**config.mk**
```make
export PLATFORM = sky130hd
export DESIGN_NAME = lt_seq
export DESIGN_NICKNAME = d
export VERILOG_FILES = /design/src/rtl/lt_pkg.sv /design/src/rtl/lt_timer.sv /design/src/rtl/lt_lane_stat.sv /design/src/rtl/lt_adjust.sv /design/src/rtl/lt_seq.sv
export SDC_FILE = /design/constraint.sdc
export NUM_CORES = 1
export LEC_CHECK = 0
export BUFFER_PORTS_ARGS = -buffer_cell sky130_fd_sc_hd__buf_2
export CAP_MARGIN = 20
export CORE_MARGIN = 1
export CORE_UTILIZATION = 55
export CTS_BUF_LIST = sky130_fd_sc_hd__clkbuf_16
export DETAILED_ROUTE_END_ITERATION = 10
export PLACE_DENSITY = 0.79
export SYNTH_ARGS = -nofsm -noshare
export SYNTH_HDL_FRONTEND = slang
export SYNTH_SLANG_ARGS = --single-unit
```
**constraint.sdc**
```tcl
create_clock -name clk -period 9.2 [get_ports clk]
set_input_delay 0.46 -clock clk [delete_from_list [all_inputs] [get_ports clk]]
set_output_delay 0.46 -clock clk [all_outputs]
set_load 0.005 [all_outputs]
```
**src/rtl/lt_pkg.sv**
```systemverilog
package lt_pkg;

   typedef enum logic [3:0] {
      S_IDLE, S_RATE, S_LANES, S_CR_PAT, S_CR_COMMIT, S_CR_WAIT, S_CR_STAT,
      S_CR_ADJ, S_EQ_PAT, S_EQ_WAIT, S_EQ_STAT, S_EQ_ADJ, S_EQ_COMMIT,
      S_STOP, S_FIN
   } lt_state_e;

   // receiver register addresses
   localparam logic [19:0] A_RATE  = 20'h00100;
   localparam logic [19:0] A_LANES = 20'h00101;
   localparam logic [19:0] A_PAT   = 20'h00102;
   localparam logic [19:0] A_LSET  = 20'h00103;
   localparam logic [19:0] A_STAT  = 20'h00202;
   localparam logic [19:0] A_ADJ   = 20'h00206;

   localparam int LANES = 4;

endpackage

```
**src/rtl/lt_timer.sv**
```systemverilog
module lt_timer #(
   parameter int W = 8
) (
   input  logic         clk,
   input  logic         rst_n,
   input  logic         arm,
   input  logic [W-1:0] len,
   output logic         expired
);
   logic [W-1:0] cnt_q;

   always_ff @(posedge clk or negedge rst_n) begin
      if (!rst_n)             cnt_q <= '0;
      else if (arm)           cnt_q <= len;
      else if (cnt_q != '0)   cnt_q <= cnt_q - 1'b1;
   end

   assign expired = (cnt_q == '0);
endmodule

```
**src/rtl/lt_lane_stat.sv**
```systemverilog
module lt_lane_stat
   import lt_pkg::*;
(
   input  logic [23:0]      rdata,
   input  logic [LANES-1:0] lane_mask,
   output logic             cr_all,
   output logic             eq_all,
   output logic             aligned
);
   logic [LANES-1:0] cr_ok;
   logic [LANES-1:0] eq_ok;
   logic             unused_hi;

   for (genvar k = 0; k < LANES; k++) begin : g_lane
      logic [3:0] nib;
      assign nib      = rdata[4*k +: 4];
      assign cr_ok[k] = !lane_mask[k] || nib[0];
      assign eq_ok[k] = !lane_mask[k] || (nib[2:0] == 3'b111);
   end

   assign cr_all    = &cr_ok;
   assign eq_all    = &eq_ok;
   assign aligned   = rdata[16];
   assign unused_hi = ^rdata[23:17];
endmodule

```
**src/rtl/lt_adjust.sv**
```systemverilog
module lt_adjust
   import lt_pkg::*;
(
   input  logic [15:0]      req,
   input  logic [LANES-1:0] lane_mask,
   input  logic [1:0]       max_swing,
   input  logic [1:0]       max_pre,
   output logic [5:0]       cfg
);
   logic [1:0] sw_l [LANES];
   logic [1:0] pr_l [LANES];
   logic [1:0] sw_m, pr_m;
   logic [2:0] sw_f, pr_f;

   for (genvar k = 0; k < LANES; k++) begin : g_lane
      assign sw_l[k] = lane_mask[k] ? req[4*k +: 2]     : 2'd0;
      assign pr_l[k] = lane_mask[k] ? req[4*k + 2 +: 2] : 2'd0;
   end

   always_comb begin
      sw_m = 2'd0;
      pr_m = 2'd0;
      for (int k = 0; k < LANES; k++) begin
         if (sw_l[k] > sw_m) sw_m = sw_l[k];
         if (pr_l[k] > pr_m) pr_m = pr_l[k];
      end
      sw_f = (sw_m >= max_swing) ? {1'b1, max_swing} : {1'b0, sw_m};
      pr_f = (pr_m >= max_pre)   ? {1'b1, max_pre}   : {1'b0, pr_m};
      cfg  = {pr_f, sw_f};
   end
endmodule

```
**src/rtl/lt_seq.sv**
```systemverilog
module lt_seq
   import lt_pkg::*;
#(
   parameter int          ADDR_W   = 20,
   parameter int          CR_WAIT  = 10000,
   parameter int          EQ_WAIT  = 40000,
   parameter int          CR_TRIES = 5,
   parameter int          EQ_TRIES = 6,
   parameter logic [7:0]  RATE_HI  = 8'h0A,
   parameter logic [7:0]  RATE_LO  = 8'h06
) (
   input  logic              clk,
   input  logic              rst_n,
   input  logic              start,
   input  logic              cap_fast,
   input  logic [2:0]        cap_lanes,
   input  logic [7:0]        sink_rev,
   input  logic              sink_enh,
   input  logic [1:0]        max_swing,
   input  logic [1:0]        max_pre,
   output logic              sb_req,
   output logic              sb_write,
   output logic [ADDR_W-1:0] sb_addr,
   output logic [2:0]        sb_len,
   output logic [31:0]       sb_wdata,
   input  logic [23:0]       sb_rdata,
   input  logic              sb_done,
   input  logic              sb_err,
   output logic              hp_irq_mask,
   output logic [1:0]        tx_pattern,
   output logic [5:0]        tx_drive,
   output logic              tx_fast,
   output logic              done,
   output logic              trained
);
   localparam int WMAX = (CR_WAIT > EQ_WAIT) ? CR_WAIT : EQ_WAIT;
   localparam int TW   = $clog2(WMAX + 1);
   localparam int CTW  = $clog2(CR_TRIES + 1);
   localparam int ETW  = $clog2(EQ_TRIES + 1);

   if (ADDR_W < 10 || CR_WAIT < 1 || EQ_WAIT < 1 || CR_TRIES < 1 || EQ_TRIES < 1) begin : g_bad
      $error("lt_seq: illegal parameter set");
   end

   lt_state_e        state_q;
   logic [LANES-1:0] lmask_q;
   logic [2:0]       lnum_q;
   logic             enh_q;
   logic [1:0]       msw_q, mpre_q;
   logic [5:0]       cfg_q;
   logic [1:0]       prev_sw_q;
   logic             prev_ok_q;
   logic [CTW-1:0]   tries_q;
   logic [ETW-1:0]   eqt_q;
   logic             ok_q;

   logic             cr_all, eq_all, aligned;
   logic [5:0]       adj_cfg;
   logic             tmr_arm, tmr_exp;
   logic [TW-1:0]    tmr_len;
   logic [31:0]      lset_word;
   logic [CTW-1:0]   try_next;

   lt_lane_stat u_stat (.rdata(sb_rdata), .lane_mask(lmask_q),
                        .cr_all(cr_all), .eq_all(eq_all), .aligned(aligned));

   lt_adjust u_adj (.req(sb_rdata[15:0]), .lane_mask(lmask_q),
                    .max_swing(msw_q), .max_pre(mpre_q), .cfg(adj_cfg));

   lt_timer #(.W(TW)) u_tmr (.clk(clk), .rst_n(rst_n), .arm(tmr_arm),
                             .len(tmr_len), .expired(tmr_exp));

   for (genvar k = 0; k < LANES; k++) begin : g_lset
      assign lset_word[8*k +: 8] = lmask_q[k] ? {2'b00, cfg_q} : 8'h00;
   end

   assign try_next = (prev_ok_q && prev_sw_q == cfg_q[1:0]) ? tries_q + 1'b1 : CTW'(1);
   assign tmr_arm  = sb_done && !sb_err &&
                     (state_q == S_CR_COMMIT || state_q == S_EQ_PAT || state_q == S_EQ_COMMIT);
   assign tmr_len  = (state_q == S_CR_COMMIT) ? TW'(CR_WAIT) : TW'(EQ_WAIT);

   assign done        = (state_q == S_FIN);
   assign hp_irq_mask = (state_q != S_IDLE) && (state_q != S_FIN);

   // sideband request decode
   always_comb begin
      sb_req   = 1'b1;
      sb_write = 1'b1;
      sb_addr  = '0;
      sb_len   = 3'd1;
      sb_wdata = '0;
      unique case (state_q)
         S_RATE:  begin sb_addr = ADDR_W'(A_RATE);  sb_wdata[7:0] = tx_fast ? RATE_HI : RATE_LO; end
         S_LANES: begin sb_addr = ADDR_W'(A_LANES); sb_wdata[7:0] = {enh_q, 4'b0000, lnum_q}; end
         S_CR_PAT: begin sb_addr = ADDR_W'(A_PAT);  sb_wdata[7:0] = 8'd1; end
         S_EQ_PAT: begin sb_addr = ADDR_W'(A_PAT);  sb_wdata[7:0] = 8'd2; end
         S_STOP:   begin sb_addr = ADDR_W'(A_PAT);  sb_wdata[7:0] = 8'd0; end
         S_CR_COMMIT, S_EQ_COMMIT: begin
            sb_addr = ADDR_W'(A_LSET); sb_len = 3'd4; sb_wdata = lset_word;
         end
         S_CR_STAT: begin sb_write = 1'b0; sb_addr = ADDR_W'(A_STAT); sb_len = 3'd2; end
         S_EQ_STAT: begin sb_write = 1'b0; sb_addr = ADDR_W'(A_STAT); sb_len = 3'd3; end
         S_CR_ADJ, S_EQ_ADJ: begin sb_write = 1'b0; sb_addr = ADDR_W'(A_ADJ); sb_len = 3'd2; end
         default: begin sb_req = 1'b0; sb_write = 1'b0; sb_len = 3'd0; end
      endcase
   end

   always_ff @(posedge clk or negedge rst_n) begin
      if (!rst_n) begin
         state_q    <= S_IDLE;
         lmask_q    <= '0;
         lnum_q     <= '0;
         enh_q      <= 1'b0;
         msw_q      <= '0;
         mpre_q     <= '0;
         cfg_q      <= '0;
         prev_sw_q  <= '0;
         prev_ok_q  <= 1'b0;
         tries_q    <= '0;
         eqt_q      <= '0;
         ok_q       <= 1'b0;
         tx_pattern <= 2'd0;
         tx_drive   <= '0;
         tx_fast    <= 1'b0;
         trained    <= 1'b0;
      end else begin
         unique case (state_q)
            S_IDLE: if (start) begin
               tx_fast <= cap_fast;
               enh_q   <= sink_enh && (sink_rev >= 8'h11);
               msw_q   <= max_swing;
               mpre_q  <= max_pre;
               trained <= 1'b0;
               ok_q    <= 1'b0;
               unique case (cap_lanes)
                  3'd1:    begin lmask_q <= 4'b0001; lnum_q <= 3'd1; end
                  3'd2:    begin lmask_q <= 4'b0011; lnum_q <= 3'd2; end
                  default: begin lmask_q <= 4'b1111; lnum_q <= 3'd4; end
               endcase
               state_q <= S_RATE;
            end
            S_RATE:  if (sb_done) state_q <= sb_err ? S_STOP : S_LANES;
            S_LANES: if (sb_done) state_q <= sb_err ? S_STOP : S_CR_PAT;
            S_CR_PAT: if (sb_done) begin
               if (sb_err) state_q <= S_STOP;
               else begin
                  tx_pattern <= 2'd1;
                  cfg_q      <= '0;
                  prev_ok_q  <= 1'b0;
                  tries_q    <= '0;
                  state_q    <= S_CR_COMMIT;
               end
            end
            S_CR_COMMIT: if (sb_done) begin
               if (sb_err) state_q <= S_STOP;
               else begin tx_drive <= cfg_q; state_q <= S_CR_WAIT; end
            end
            S_CR_WAIT: if (tmr_exp) state_q <= S_CR_STAT;
            S_CR_STAT: if (sb_done) begin
               if (sb_err) state_q <= S_STOP;
               else begin
                  tries_q   <= try_next;
                  prev_sw_q <= cfg_q[1:0];
                  prev_ok_q <= 1'b1;
                  if (cr_all)                                        state_q <= S_EQ_PAT;
                  else if (cfg_q[2] || try_next == CTW'(CR_TRIES))   state_q <= S_STOP;
                  else                                               state_q <= S_CR_ADJ;
               end
            end
            S_CR_ADJ: if (sb_done) begin
               if (sb_err) state_q <= S_STOP;
               else begin cfg_q <= adj_cfg; state_q <= S_CR_COMMIT; end
            end
            S_EQ_PAT: if (sb_done) begin
               if (sb_err) state_q <= S_STOP;
               else begin tx_pattern <= 2'd2; eqt_q <= '0; state_q <= S_EQ_WAIT; end
            end
            S_EQ_WAIT: if (tmr_exp) state_q <= S_EQ_STAT;
            S_EQ_STAT: if (sb_done) begin
               if (sb_err) state_q <= S_STOP;
               else if (aligned && eq_all) begin ok_q <= 1'b1; state_q <= S_STOP; end
               else if (!cr_all || eqt_q == ETW'(EQ_TRIES - 1)) state_q <= S_STOP;
               else begin eqt_q <= eqt_q + 1'b1; state_q <= S_EQ_ADJ; end
            end
            S_EQ_ADJ: if (sb_done) begin
               if (sb_err) state_q <= S_STOP;
               else begin cfg_q <= adj_cfg; state_q <= S_EQ_COMMIT; end
            end
            S_EQ_COMMIT: if (sb_done) begin
               if (sb_err) state_q <= S_STOP;
               else begin tx_drive <= cfg_q; state_q <= S_EQ_WAIT; end
            end
            S_STOP: if (sb_done) begin
               tx_pattern <= 2'd0;
               if (!sb_err && !ok_q && tx_fast) begin
                  tx_fast <= 1'b0;
                  state_q <= S_RATE;
               end else begin
                  trained <= ok_q && !sb_err;
                  state_q <= S_FIN;
               end
            end
            default: state_q <= S_IDLE;
         endcase
      end
   end
endmodule

```
==> results of run 1 <==
[routing by layer]
layer / part of all wire [%] / wire (um) / GRT usage (%) / vias to the layer above
met5: 0 / 0 / 0 / -
met1: 44 / 4420 / 31.0 / 1819
met3: 4.9 / 497 / 4.46 / 22
li1: - / - / - / 1850
met4: 2.1 / 213 / 10.1 / 0
met2: 49 / 5000 / 42.6 / 139
[worst max-delay path, cell delays in order (launching register included)]
cell      delay [ps]
dfrtp_1          630
nand2_1          150
ha_1             300
o211ai_1         320
nand2_1          100
ha_1             310
nand2b_1          90
a21oi_1           50
nor3_1           310
nand2_1          100
ha_1             290
nand2b_1          90
o21ai_0           80
and2_1           150
nand2_1           60
nand2_1           50
ha_1             260
nand2b_1         140
a21oi_1          210
nor2_1            80
and3_1           190
a211o_1          260
[sequential cells by signal (all words and copies together), names as in the netlist, 3 cells and up]
name and count:
u_tmr.cnt_q 16, cfg_q 6, tx_drive 6, state_q 4, eqt_q 3, lmask_q 3
tries_q 3
[where the power goes]
part	internal [uW]	switching [uW]	total [uW]
Sequential	342	139	481
Combinational	349	433	782
Clock	101	89.8	190
Total	792	662	1450
[cell families after synthesis]
family          synth area share (%)
flops                           32.6
other cells                   0.0872
simple gates                    21.8
xor+xnor                        3.87
mux                             5.85
compound gates                  18.1
buf+inv                         10.2
fa+ha+maj                       7.56
[per-stage QoR]
stage	power [uW]	hold WS [ps]	instances	cell area, um^2
5_1_grt	1570	365	669	4800
4_1_cts	1440	333	668	4790
3_3_place_gp	1210	459	660	4650
3_5_place_dp	1250	470	660	4650
6_report	1450	304	669	4800
2_1_floorplan	1040	164	526	4380
[path summary, 6_finish.rpt]
check                                               to  slack [ps]  cells past startpoint
min reg2reg                      lnum_q[0]$_DFFE_PN0P_         490                      2
max in group asynchronous       state_q[0]$_DFFE_PN0P_        8440                      2
min in group clk                 lnum_q[1]$_DFFE_PN0P_         390                      2
min                        u_tmr.cnt_q[11]$_DFFE_PN0P_         300                      2
max                               cfg_q[3]$_DFFE_PN0P_        4860                     21
max reg2reg                       cfg_q[3]$_DFFE_PN0P_        4860                     21
[final cells by class]
| class | count | share of cell area [%] |
|---|---|---|
| well taps | 99 | 2.58 |
| multi-input cells | 382 | 53.0 |
| flip-flops and latches | 56 | 29.2 |
| inverters | 35 | 2.74 |
| clock buffers | 5 | 2.61 |
| clock inverters | 3 | 0.417 |
| repair buffers | 89 | 9.49 |
[cells in the final DEF, fill, tap and decap left out, types with 3 or more instances in the layout]
master	n
or3_1	5
nor2b_1	4
mux2i_1	6
a31oi_1	3
nand3_1	13
mux2_4	3
nand4_1	3
a21oi_1	29
buf_2	85
ha_1	26
xor2_1	9
o41ai_1	3
nand2b_1	15
dfrtp_1	56
conb_1	22
clkbuf_16	5
a22o_1	5
inv_1	36
nor3_1	8
buf_4	4
and3_1	17
o211ai_1	8
mux2_2	13
nand2_1	49
nor2_1	38
o21ai_0	34
a32oi_1	3
and2_1	6
xnor2_1	10
o22ai_1	3
==> flow_summary.json, run 1 <==
{
  "start_util_pct": 58.1,
  "ant_nets": 0,
  "ys_top_cells_by_count": "dfrtp_1 (56), nand2_1 (49), nor2_1 (38)",
  "io_pins": 115,
  "clk_pin_slew_ps": 70,
  "setup_violations": 0,
  "yosysUniqueCellTypes": 64,
  "wl_per_cell_um": 15.2,
  "synth_edf_count": 0,
  "worstSetupStartpointType": "flip-flop",
  "drt_iter0_markers": 295,
  "ir_drop_mv": 0.123,
  "nets": 641,
  "ctsResizeCount": 0,
  "fmax_ghz": 0.230,
  "avgSynthCellArea_um2": 8.52,
  "max_slew_margin_pct": 23.7,
  "timing.final.ws_setup_ps": 4860,
  "grt_pass1_wl_um": 16700,
  "outcome": "completed",
  "cts_htree_levels": 2,
  "dp_hpwl_um": 7640,
  "regArea_um2": 1400,
  "multi_input_area_um2": 2540,
  "root_buffer": "clkbuf_16",
  "dr_total_vias": 3830,
  "gp_congestion": 0.908,
  "drt-total-wl_um": 10100,
  "yosysSeqAreaShare_pct": 32.6,
  "insertedDiodeCount": 0,
  "grt_overflow": 0,
  "fin_skew_ps": 5.94,
  "powerDensity_nw_per_um2": 303,
  "worstSetupPathType": "flip-flop to flip-flop",
  "fin_crit_sh_pct": 47.2,
  "dpl_worst_slack_ps": 4890,
  "tns_ps": 0,
  "period_needed_ps": 4340,
  "numClockSinks": 56,
  "yosys_most_used_dff": "dfrtp_1",
  "io_buffers": 85,
  "cts_setup_buffers": 0,
  "die_x_um": 90.4,
  "yosys.area.top_type": "dfrtp_1",
  "maxCapViolCount": 0,
  "viasPerCell": 5.72,
  "cts_tree": "done",
  "tightest_slew_ps": 1130,
  "grt_antenna_before_repair": 0,
  "drc": 0,
  "hold_class": "input pin to asynchronous set/reset pin",
  "drive_above_1_share_pct": 22.1,
  "ys_ff_latch": 56,
  "grt_usage_pct": 24.9,
  "synthCells": 505,
  "rsz0062_at_grt": "false",
  "crit_arrival_ps": 4530,
  "yosysMostFrequentCell": "dfrtp_1",
  "slew_violations": 0,
  "yosys.area.top_type_share_pct": 32.6,
  "die_y_um": 90.4,
  "crit_fanout": 13,
  "startpoint": "lmask_q[0]$_DFFE_PN0P_",
  "syn-cell-area_um2": 4300,
  "core_area_um2": 7410,
  "finalHoldViolCount": 0,
  "grt_pass1_vias": 3632,
  "grt_max_degree": 57,
  "total_leakage_power_uw": 0.00246,
  "async_reset_ff_share_pct": 100,
  "clk_latency_ps": 300,
  "clock_path_buffers": 2,
  "ys_warn_count": 0,
  "first_pass_iters": 5,
  "num_rows": 31,
  "cp-end-kind": "flip-flop",
  "hold_buffers": 0,
  "cts_buffers": 5,
  "fp.dieArea_um2": 8180,
  "n_fill_cell": 644,
  "r2r-start": "lmask_q[0]$_DFFE_PN0P_",
  "cp.required_ps": 9390,
  "area_growth_pct": 11.6,
  "utilization_pct": 64.8,
  "yosys-top-cells-area": "dfrtp_1 (33%), ha_1 (7.6%), buf_4 (4.9%)"
}
Power figures use the tool's default switching activity.
==> inputs of run 2 (changes only) <==
Settings changed: CORE_UTILIZATION 55 to 54, PLACE_DENSITY 0.79 to 0.78.
Clock period 9.2 ns to 4.4 ns, I/O delays scaled along.
==> run 2 against run 1 <==
Compared with the run above: sequential cell count unchanged; maximum frequency grew 4.7%; critical path depth did not move; via count grew 0.57%; global-route usage rose by 0.33 points; highest routed layer unchanged; die area grew 1.8%; setup slack got worse by 4600 ps; cell count up 1.0%; clock power grew 110%; first-iteration DRC count decreased by 20%; clock-buffer cell count unchanged; largest power group unchanged; worst hold slack got worse by 240 ps.
==> flow_summary.json, run 2 (synthesis gave the netlist of run 1 again) <==
{
  "outcome": "completed",
  "drc": 0,
  "p_comb_share_pct": 52.8,
  "crit_slowest_cell": "dfrtp_1",
  "crit_fanout": 6,
  "place_area_um2": 4670,
  "fmax_ghz": 0.241,
  "largestRegisters": "u_tmr.cnt_q: 16 flops, cfg_q: 6 flops, tx_drive: 6 flops",
  "area_growth_pct": 12.4,
  "worstSetupPathType": "flip-flop to flip-flop",
  "fin_crit_sh_pct": 94.2,
  "worstSetupStartpointType": "flip-flop",
  "cts_htree_levels": 2,
  "max_flop_register": "u_tmr.cnt_q",
  "grt_pass1_wl_um": 17100,
  "die_y_um": 91.3,
  "drive_above_1_share_pct": 23.0,
  "fin_area_um2": 4840,
  "dr_total_vias": 3852,
  "ant_nets": 0,
  "internal_power_uw": 1680,
  "crit_buf_inv": 0,
  "p_seq_share_pct": 34.2,
  "hold_buffers": 0,
  "max_slew_margin_pct": 37.3,
  "grt_usage_pct": 25.2,
  "nets": 645,
  "clk_latency_ps": 290,
  "timing.final.ws_setup_ps": 255,
  "core_area_um2": 7730,
  "cp.required_ps": 4580,
  "grt_pass1_vias": 3588,
  "drt-total-wl_um": 10200,
  "grt_max_degree": 57,
  "power.share.clock_pct": 13.0,
  "cp-end-kind": "flip-flop",
  "worst_path_largest_cell_delay_ps": 440,
  "ir_drop_mv": 0.246,
  "dpl_worst_slack_ps": 210,
  "crit_chain": "and2_1, ha_1, o211ai_1, nand2_1, ha_1, or2_2, a211oi_1, nor3_1, nand2_1, ha_1, nand2b_1, o21ai_0, and2_1, nand2_1, nand2_1, ha_1, nand2b_1, a21oi_1, nor2_1, and3_1, a211o_1",
  "first_pass_iters": 7,
  "tightest_slew_ps": 941,
  "insertedDiodeCount": 0,
  "setup_violations": 0,
  "switching_share_pct": 45.2,
  "gp_congestion": 0.904,
  "critPathTopFamily": "simple AND/OR/NAND/NOR gates",
  "wl_per_cell_um": 15.1,
  "period_needed_ps": 4140,
  "p_sw_uw": 1380,
  "io_pins": 115,
  "start_util_pct": 55.7,
  "hold_class": "input pin to asynchronous set/reset pin",
  "powerDensity_nw_per_um2": 632,
  "maxCapViolCount": 0,
  "dp_hpwl_um": 7670,
  "clock_path_buffers": 2,
  "grt_overflow": 0,
  "cts_tree": "done",
  "total_leakage_power_uw": 0.00248,
  "crit_arrival_ps": 4320,
  "io_buffers": 85,
  "rsz0062_at_grt": "false",
  "final_cell_mix": "buf_2 (85), dfrtp_1 (55), nand2_1 (49)",
  "tns_ps": 0,
  "viasPerCell": 5.70,
  "largest_reg_flops": 16,
  "drt_iter0_markers": 237,
  "num_rows": 32,
  "finalHoldViolCount": 0,
  "cts_buffers": 5,
  "fin_skew_ps": 5.32,
  "fp.dieArea_um2": 8330,
  "root_buffer": "clkbuf_16",
  "grt_antenna_before_repair": 0,
  "numClockSinks": 56,
  "die_x_um": 91.3,
  "clk_pin_slew_ps": 70,
  "final_common_cell": "buf_2",
  "slew_violations": 0
}
==> run 2: cell types whose count changed in the layout (fill, tap and decap cells not counted), sizes merged <==
cell,delta
buf,+4
clkinv,+1
clkinvlp,-1
==> run 2: layout make-up <==
| cell class | count | area [um^2] |
|---|---|---|
| Inverter | 35 | 131 |
| Clock buffer | 5 | 125 |
| Fill cell | 688 | 2890 |
| Sequential cell | 56 | 1400 |
| Clock inverter | 3 | 22.5 |
| Timing Repair Buffer | 93 | 485 |
| Tap cell | 102 | 128 |
| Multi-Input combinational cell | 382 | 2540 |
==> run 2: repair_timing <==
item | in CTS | in global routing
gates resized for setup | 0 | 1
setup buffers | 0 | 2
setup endpoints to repair | 0 | 1
==> run 2: worst paths after layout <==
kind | startpoint | endpoint | slack [ps] | cells after the start
min reg2reg | enh_q$_DFFE_PN0P_ | enh_q$_DFFE_PN0P_ | 480 | 2
max | lmask_q[1]$_DFFE_PN0P_ | cfg_q[3]$_DFFE_PN0P_ | 260 | 21
min | rst_n | u_tmr.cnt_q[10]$_DFFE_PN0P_ | 60 | 2
max in group asynchronous | rst_n | lmask_q[0]$_DFFE_PN0P_ | 3820 | 2
min in group clk | cap_lanes[2] | lnum_q[1]$_DFFE_PN0P_ | 150 | 2
max reg2reg | lmask_q[1]$_DFFE_PN0P_ | cfg_q[3]$_DFFE_PN0P_ | 260 | 21
==> run 2: stage by stage <==
step           util (%)  hold slack, ps  power [uW]  instances
6_report           62.6            61.7        3060        676
5_1_grt            62.6             125        3320        676
4_1_cts            62.4            96.8        3050        674
3_5_place_dp       60.5             399        2640        666
3_3_place_gp       60.5             400        2570        666
2_1_floorplan         -           -75.6        2180        526
==> run 2: metal layers <==
metal | global-route usage, % | share of wire [%] | vias to the layer above
li1 | - | - | 1859
met1 | 33.2 | 44 | 1838
met2 | 44.7 | 50 | 143
met3 | 2.60 | 5.1 | 12
met4 | 5.42 | 0.93 | 0
met5 | 0 | 0 | -
==> run 2: power by group through the flow <==
| stage | clock network, uW | logic [uW] | registers (uW) |
|---|---|---|---|
| 2_1_floorplan | 0 | 1310 | 866 |
| 3_3_place_gp | 0 | 1540 | 1030 |
| 3_5_place_dp | 0 | 1590 | 1050 |
| 4_1_cts | 407 | 1600 | 1040 |
| 5_1_grt | 428 | 1810 | 1080 |
| 6_report | 398 | 1620 | 1040 |
